--- config.mk ---
export PLATFORM = sky130hd
export DESIGN_NAME = lane_mode_detect
export DESIGN_NICKNAME = d
export VERILOG_FILES = /design/src/rtl/lmd_pkg.sv /design/src/rtl/lmd_mode_ctrl.sv /design/src/rtl/lmd_partner_dec.sv /design/src/rtl/lmd_sticky.sv /design/src/rtl/lane_mode_detect.sv
export SDC_FILE = /design/constraint.sdc
export NUM_CORES = 1
export LEC_CHECK = 0
export ABC_AREA = 1
export BUFFER_PORTS_ARGS = -buffer_cell sky130_fd_sc_hd__buf_2
export CORE_AREA = 3 3 40 42
export CTS_CLUSTER_SIZE = 12
export DETAILED_ROUTE_END_ITERATION = 8
export DIE_AREA = 0 0 43 45
export GPL_TIMING_DRIVEN = 1
export PLACE_DENSITY = 0.71
export SYNTH_ARGS = -nofsm -noshare
export SYNTH_HDL_FRONTEND = slang
export SYNTH_SLANG_ARGS = --single-unit
--- constraint.sdc ---
create_clock -name clk -period 3.4 [get_ports clk]
set_clock_uncertainty 0.15 [all_clocks]
set_input_delay 0.17 -clock clk [delete_from_list [all_inputs] [get_ports clk]]
set_output_delay 0.17 -clock clk [all_outputs]
set_load 0.01 [all_outputs]
--- src/rtl/lmd_pkg.sv ---
package lmd_pkg;
  localparam int PAGE_W  = 16;
  localparam int SEL_BIT = 0;
  localparam int DUP_BIT = 12;
  localparam int ACK_BIT = 14;
  localparam int LNK_BIT = 15;
  localparam int SPD_LO  = 10;
  localparam int SPD_W   = 2;

  typedef enum logic [SPD_W-1:0] {
    SPD_10   = 2'b00,
    SPD_100  = 2'b01,
    SPD_1000 = 2'b10,
    SPD_RSVD = 2'b11
  } speed_e;

  typedef struct packed {
    logic   link;
    logic   ack;
    logic   duplex;
    speed_e speed;
    logic   speed_ok;
  } partner_t;

  localparam int NFLAG    = 2;
  localparam int FLAG_CHG = 0;
  localparam int FLAG_MIS = 1;
endpackage

--- src/rtl/lmd_mode_ctrl.sv ---
module lmd_mode_ctrl (
  input  logic clk,
  input  logic rst,
  input  logic autodet_en,
  input  logic fiber_cfg,
  input  logic page_valid,
  input  logic page_sel,
  output logic mode_cur,
  output logic mode_nxt,
  output logic changed,
  output logic restart_req
);
  always_comb begin
    if (rst)
      mode_nxt = ~fiber_cfg;
    else if (!autodet_en)
      mode_nxt = ~fiber_cfg;
    else if (page_valid && (page_sel != mode_cur))
      mode_nxt = ~mode_cur;
    else
      mode_nxt = mode_cur;
  end

  assign changed = ~rst & (mode_nxt ^ mode_cur);

  always_ff @(posedge clk) begin
    mode_cur <= mode_nxt;
    if (rst) restart_req <= 1'b0;
    else     restart_req <= changed;
  end
endmodule

--- src/rtl/lmd_partner_dec.sv ---
module lmd_partner_dec
  import lmd_pkg::*;
#(
  parameter int W = PAGE_W
) (
  input  logic          clk,
  input  logic          rst,
  input  logic          mode_cur,
  input  logic          mode_nxt,
  input  logic          page_valid,
  input  logic [W-1:0]  page_word,
  output partner_t      partner
);
  logic [SPD_W-1:0] spd_raw;
  logic             take;

  assign spd_raw = page_word[SPD_LO +: SPD_W];
  assign take    = page_valid & page_word[SEL_BIT] & mode_cur;

  always_ff @(posedge clk) begin
    if (rst || !mode_nxt) begin
      partner <= '0;
    end else if (take) begin
      partner.link     <= page_word[LNK_BIT];
      partner.ack      <= page_word[ACK_BIT];
      partner.duplex   <= page_word[DUP_BIT];
      partner.speed    <= speed_e'(spd_raw);
      partner.speed_ok <= (speed_e'(spd_raw) != SPD_RSVD);
    end
  end
endmodule

--- src/rtl/lmd_sticky.sv ---
module lmd_sticky (
  input  logic clk,
  input  logic rst,
  input  logic set,
  input  logic clr,
  output logic q
);
  always_ff @(posedge clk) begin
    if (rst)      q <= 1'b0;
    else if (set) q <= 1'b1;
    else if (clr) q <= 1'b0;
  end
endmodule

--- src/rtl/lane_mode_detect.sv ---
module lane_mode_detect
  import lmd_pkg::*;
(
  input  logic              clk,
  input  logic              rst,
  input  logic              autodet_en,
  input  logic              fiber_cfg,
  input  logic              flags_clr,
  input  logic              page_valid,
  input  logic [PAGE_W-1:0] page_word,
  input  logic              sig_det,
  output logic              mode_sgmii,
  output logic              restart_req,
  output logic              part_link,
  output logic              part_ack,
  output logic              part_duplex,
  output logic [SPD_W-1:0]  part_speed,
  output logic              speed_valid,
  output logic              sig_det_ok,
  output logic              mode_chg_flag,
  output logic              sel_mis_flag
);
  logic             mode_nxt;
  logic             changed;
  partner_t         partner;
  logic [NFLAG-1:0] flag_set;
  logic [NFLAG-1:0] flag_q;

  lmd_mode_ctrl i_mode (
    .clk        (clk),
    .rst        (rst),
    .autodet_en (autodet_en),
    .fiber_cfg  (fiber_cfg),
    .page_valid (page_valid),
    .page_sel   (page_word[SEL_BIT]),
    .mode_cur   (mode_sgmii),
    .mode_nxt   (mode_nxt),
    .changed    (changed),
    .restart_req(restart_req)
  );

  lmd_partner_dec #(.W(PAGE_W)) i_dec (
    .clk        (clk),
    .rst        (rst),
    .mode_cur   (mode_sgmii),
    .mode_nxt   (mode_nxt),
    .page_valid (page_valid),
    .page_word  (page_word),
    .partner    (partner)
  );

  assign flag_set[FLAG_CHG] = changed;
  assign flag_set[FLAG_MIS] = page_valid & ~page_word[SEL_BIT] & mode_sgmii;

  for (genvar g = 0; g < NFLAG; g++) begin : g_flag
    lmd_sticky i_flag (
      .clk (clk),
      .rst (rst),
      .set (flag_set[g]),
      .clr (flags_clr),
      .q   (flag_q[g])
    );
  end

  // signal detect only qualifies the link in fiber mode
  always_ff @(posedge clk) begin
    sig_det_ok <= mode_nxt | sig_det;
  end

  assign mode_chg_flag = flag_q[FLAG_CHG];
  assign sel_mis_flag  = flag_q[FLAG_MIS];
  assign part_link     = partner.link;
  assign part_ack      = partner.ack;
  assign part_duplex   = partner.duplex;
  assign part_speed    = partner.speed;
  assign speed_valid   = partner.speed_ok;
endmodule

## Word-level counts from Yosys, hierarchy flattened

Index checks and enable logic that the tools add are counted.

- Shifts and indexed selects: 0
- Magnitude comparators: 0
- Multipliers: 0
- Muxes and demuxes: 6
- Equality and inequality tests: 2
- Divide/modulo/power cells: 0
- Reduce and logical (&&, ||, !) cells: 5
- Add/sub/neg operators: 0
- Bitwise gates (word level): 11

Operators by type and width:

| kind | number |
|---|---|
| 1-bit 2-to-1 mux | 6 |
| 1-bit bitwise AND | 5 |
| 1-bit inverter | 4 |
| 2-bit nonzero test | 2 |
| 2-bit != test (second input constant) | 1 |
| 1-bit logical AND | 1 |
| 1-bit logical NOT | 1 |
| 1-bit logical OR | 1 |
| 1-bit != test | 1 |
| 1-bit bitwise OR | 1 |
| 1-bit bitwise XOR | 1 |

- Memories: 0
- Bits in latches: 0
- Bits in read-only memories: 0
- RAM bits: 0
- Bits of input ports: 23
- Register bits after elaboration: 11

## Longest topological paths before layout

- Depth after elaboration: 8
- Depth in mapped cells: 7
- Depth with buffers taken out: 7

## Modules after synthesis

A second synthesis with hierarchy kept.

- Cell total of the unflattened synthesis: 73
- Area, all modules: 505.5 µm²

Modules (own cells, without submodules):

| module | cells each | times used | area an instance (µm²) |
|---|---|---|---|
| lmd_partner_dec | 41 | 1 | 281.5 |
| lmd_mode_ctrl | 18 | 1 | 110.1 |
| lmd_sticky | 5 | 2 | 40.0 |
| lane_mode_detect | 4 | 1 | 33.8 |

## Worst setup path before layout

OpenSTA, ideal clock, no wires.

- Path kind: flip-flop to flip-flop
- From: reg i_mode.mode_cur
- To: reg, netlist name i_dec.partner[1]
- Stages on the path, launching flop included: 8
- Arrival: 887 ps
- Required time: 3,129 ps
- Slack: 2,242 ps
- Clock period less this slack: 1,158 ps
- Cells stage by stage: dfxtp_1 inv_2 nor2_8 inv_4 nand2_1 o21ai_2 inv_1 nor2_1

- Longest elaborated chain between the ends: 7
- Elaborated cells between the ends (all ways): 9

Ends and longest elaborated chain:

| element | line | text |
|---|---|---|
| start, declared | lmd_mode_ctrl.sv:8 | `output logic mode_cur,` |
| start signal, assigned | lmd_mode_ctrl.sv:27 | `mode_cur <= mode_nxt;` |
| 1-bit != test | lmd_mode_ctrl.sv:18 | `else if (page_valid && (page_sel != mode_cur))` |
| 1-bit logical AND | lmd_mode_ctrl.sv:18 |  |
| 1-bit 2-to-1 mux | lmd_mode_ctrl.sv:18 |  |
| 1-bit 2-to-1 mux | lmd_mode_ctrl.sv:16 | `else if (!autodet_en)` |
| 1-bit 2-to-1 mux | lmd_mode_ctrl.sv:14 | `if (rst)` |
| 1-bit logical NOT | lmd_partner_dec.sv:21 | `if (rst \|\| !mode_nxt) begin` |
| 1-bit logical OR | lmd_partner_dec.sv:21 |  |

Parallel ways exist; a longest one is shown, timed or not.
A chain may end at the register's enable or synchronous reset.

## Final worst setup path

- From: in rst
- To: reg sig_det_ok

- Longest elaborated chain between the ends: 2

Ends and longest elaborated chain:

| element | line | text |
|---|---|---|
| start, declared | lane_mode_detect.sv:5 | `input logic rst,` |
| 1-bit 2-to-1 mux | lmd_mode_ctrl.sv:14 |  |
| net i_dec.mode_nxt | lmd_partner_dec.sv:9 | `input logic mode_nxt,` |
| 1-bit bitwise OR | lane_mode_detect.sv:67 | `sig_det_ok <= mode_nxt \| sig_det;` |
| end signal, assigned | lane_mode_detect.sv:67 |  |
| end, declared | lane_mode_detect.sv:19 | `output logic sig_det_ok,` |

The timed path passes the listed nets, and every way through them passes these cells.

==> impl_metrics.sql <==
INSERT INTO impl_metrics (metric_group, metric, value, unit) VALUES
('outcome', 'outcome', 'finished, final reports clean', ''),
('timing', 'final.period_utilization', '0.400', ''),
('power', 'switching_power', '67.6', 'uW'),
('detailed_routing', 'vias', '467', ''),
('clock_network', 'clk_path_buf_depth', '2', ''),
('clock_network', 'clk_root_buffer_cell', 'clkbuf_4', ''),
('detailed_routing', 'drtIter0Drc', '3', ''),
('clock_network', 'cts_resized', '0', ''),
('synth', 'synth_fp_nets', '89', ''),
('global_route', 'grt_first_pass_wirelength', '1.72', 'mm'),
('clock_network', 'cts_htree_levels', '1', ''),
('floorplan', 'floorplan.rows', '13', ''),
('detailed_routing', 'drc', '0', ''),
('cells_and_area', 'number_of_inserted_diodes', '0', ''),
('detailed_routing', 'wirelength', '964', 'um'),
('global_route', 'number_of_antenna_violations_at_the_first_check_in_global_routing', '0', ''),
('setup_path', 'worst-setup-path-type', 'input port to register', ''),
('setup_path', 'critPathMaxStageDelay', '0.52', 'ns'),
('cells_and_area', 'syn2layout_area_growth', '38.2', '%'),
('setup_path', 'path_cells', 'dlygate4sd3_1 -> buf_2 -> nor2_1 -> nand3_1 -> nand2_1 -> inv_2 -> or2_1', ''),
('hold_path', 'min_to', 'g_flag[1].i_flag.q$_SDFFE_PP0P_', ''),
('detailed_routing', 'drt_pass1_iterations', '4', ''),
('cells_and_area', 'drive_above_1_share', '0.347', ''),
('timing', 'finalSetupViolations', '0', ''),
('setup_path', 'cp.arrival', '1.36', 'ns'),
('synth', 'synth_warnings', '0', ''),
('timing', 'tightest_slew', '0.266', 'ns'),
('setup_path', 'end_kind', 'register', ''),
('timing', 'hold_violations', '0', ''),
('floorplan', 'die_area', '0.00194', 'mm2'),
('timing', 'drv_slew', '0', ''),
('setup_path', 'rr_startpoint', 'i_mode.mode_cur$_DFF_P_', ''),
('floorplan', 'dieHeight', '45', 'um'),
('clock_network', 'clkTransAtPathRegs', '0.07', 'ns'),
('power', 'power.share.combinational', '0.164', ''),
('setup_path', 'critical_path.startpoint_type', 'input port', ''),
('hold_path', 'worst_hold_path_type', 'input port to register', ''),
('power', 'cell_internal_pwr', '199', 'uW'),
('flow_run', 'maxCapViolations', '0', ''),
('detailed_routing', 'detail_route.vias_per_cell', '4.25', ''),
('clock_network', 'post_cts.repair.setup_buffers', '0', ''),
('power', 'report.power.total', '267', 'uW'),
('setup_path', 'r2r_end', 'i_dec.partner[0]$_SDFFE_PP0P_', ''),
('timing', 'holdWs', '0.0222', 'ns'),
('setup_path', 'rr_worst_depth', '5', ''),
('clock_network', 'clock_tree_from_tritoncts', 'done', ''),
('setup_path', 'cpMaxStageDelayCell', 'dlygate4sd3_1', ''),
('setup_path', 'rrSetupSlack', '2.21', 'ns'),
('floorplan', 'die_w', '43', 'um'),
('timing', 'tns', '0', 'ns'),
('detailed_routing', 'remaining_antenna_violation_count_after_routing', '0', ''),
('timing', 'maxSlewHeadroom', '0.823', ''),
('power', 'pwr_density_cell', '409', 'mW/mm2'),
('clock_network', 'clkSinkCount', '11', ''),
('floorplan', 'io-pin-count', '34', ''),
('synth', 'synth_seq_area_share', '0.467', ''),
('placed_design', 'globalplace.congestion', '0.701', ''),
('setup_path', 'critPathMaxFanout', '4', ''),
('cells_and_area', 'final_net_count', '119', ''),
('placed_design', 'port-buffer-count', '23', ''),
('power', 'sw_frac_of_total', '0.253', ''),
('power', 'pwr-share-seq', '0.518', ''),
('clock_network', 'clk_latency', '0.25', 'ns'),
('global_route', 'total_overflow_reported_by_the_global_router', '0', ''),
('timing', 'finalWorstPathRequiredPeriod', '1.36', 'ns'),
('clock_network', 'cts_buffers', '3', ''),
('floorplan', 'placeableCoreArea', '0.00128', 'mm2'),
('global_route', 'maximum_number_of_pins_on_one_net_before_global_route_repair', '7', ''),
('synth', 'synth-seq-cells', '11', ''),
('setup_path', 'cp_data_required_time', '3.40', 'ns'),
('power', 'clock_power_share', '0.318', '');
[cell families (layout without fill, tap and decap cells)]
kind of cell / count (synthesis) / in the layout / share of synthesized area
compound gates: 6 / 6 / 0.0822
flops: 11 / 11 / 0.467
buf+inv: 14 / 43 / 0.117
simple gates: 35 / 35 / 0.334
[routing by layer]
metal	vias to the layer above	track usage	wire [um]
li1	255	-	-
met4	0	0.0723	6
met5	-	0	0
met2	19	0.183	414
met1	191	0.146	459
met3	2	0.0239	83
[cell usage after synthesis]
master | n | area (um2)
inv_2 | 2 | 7.51
nand2_2 | 1 | 6.26
inv_4 | 1 | 6.26
nand3_1 | 4 | 20.0
nor2_1 | 9 | 33.8
o21ai_1 | 1 | 5.00
inv_1 | 11 | 41.3
a21oi_1 | 2 | 10.0
o21ai_2 | 2 | 17.5
nand2_1 | 19 | 71.3
nor2_8 | 1 | 20.0
o22ai_1 | 1 | 6.26
or2_1 | 1 | 6.26
dfxtp_1 | 11 | 220
[worst max-delay path: cells and delay by family]
| kind | cells | cell delay (ns) |
|---|---|---|
| AND/OR/NAND/NOR | 4 | 0.49 |
| buffers and inverters | 3 | 0.70 |
[state kept, by name, indices dropped and copies added (netlist names)]
register	cells
i_mode.restart_req	1
i_mode.mode_cur	1
sig_det_ok	1
g_flag.i_flag.q	2
i_dec.partner	6
[what timing repair did]
| action | CTS | global route |
|---|---|---|
| endpoints found under the hold margin | 2 | 0 |
| endpoints found under the setup margin | 0 | 0 |
| hold buffers | 2 | 0 |
[cells in the final DEF, fill, tap and decap left out, drive strengths merged]
master	Yosys	layout
buf	0	23
o22ai	1	1
a21oi	2	2
inv	14	14
o21ai	3	3
clkbuf	0	4
nor2	10	10
or2	1	1
nand3	4	4
dfxtp	11	11
dlygate4sd3	0	2
nand2	20	20
[power groups by stage]
stage / Sequential, mW / Combinational (mW) / Clock (mW)
after floorplan: 0.145 / 0.0216 / 0
after global placement: 0.141 / 0.0416 / 0
after detailed placement: 0.141 / 0.0421 / 0
after CTS: 0.138 / 0.0441 / 0.0875
after global routing: 0.139 / 0.0496 / 0.0973
final: 0.138 / 0.0437 / 0.0849
[stage by stage]
| step | worst slack, ns | cell area [um2] | util | std cells |
|---|---|---|---|---|
| final | 2.04 | 652 | 0.507 | 110 |
| after global routing | 1.94 | 652 | 0.507 | 110 |
| after CTS | 2.05 | 652 | 0.507 | 110 |
| after detailed placement | 2.23 | 606 | 0.471 | 104 |
| after global placement | 2.24 | 606 | 0.471 | 104 |
| after floorplan | 2.24 | 472 | - | 66 |
[how the worst max path moves through the flow]
stage	startpoint	to	slack, ns	depth (start not counted)
floorplan	i_mode.mode_cur$_DFF_P_	i_dec.partner[1]$_SDFFE_PP0P_	2.24	7
global placement	i_mode.mode_cur$_DFF_P_	i_dec.partner[1]$_SDFFE_PP0P_	2.24	7
detailed placement	i_mode.mode_cur$_DFF_P_	i_dec.partner[0]$_SDFFE_PP0P_	2.23	5
global route	rst	sig_det_ok$_DFF_P_	1.94	7
finish	rst	sig_det_ok$_DFF_P_	2.04	7
CTS	rst	sig_det_ok$_DFF_P_	2.05	7
[cell type report]
| class | count | area [um2] |
|---|---|---|
| multi-input combinational | 41 | 196 |
| sequential | 11 | 220 |
| inverter | 14 | 55.1 |
| tap | 15 | 18.8 |
| timing repair buffer | 25 | 135 |
| fill | 142 | 633 |
| clock buffer | 4 | 26.3 |
Note: power is estimated with default switching activity, not from simulation.
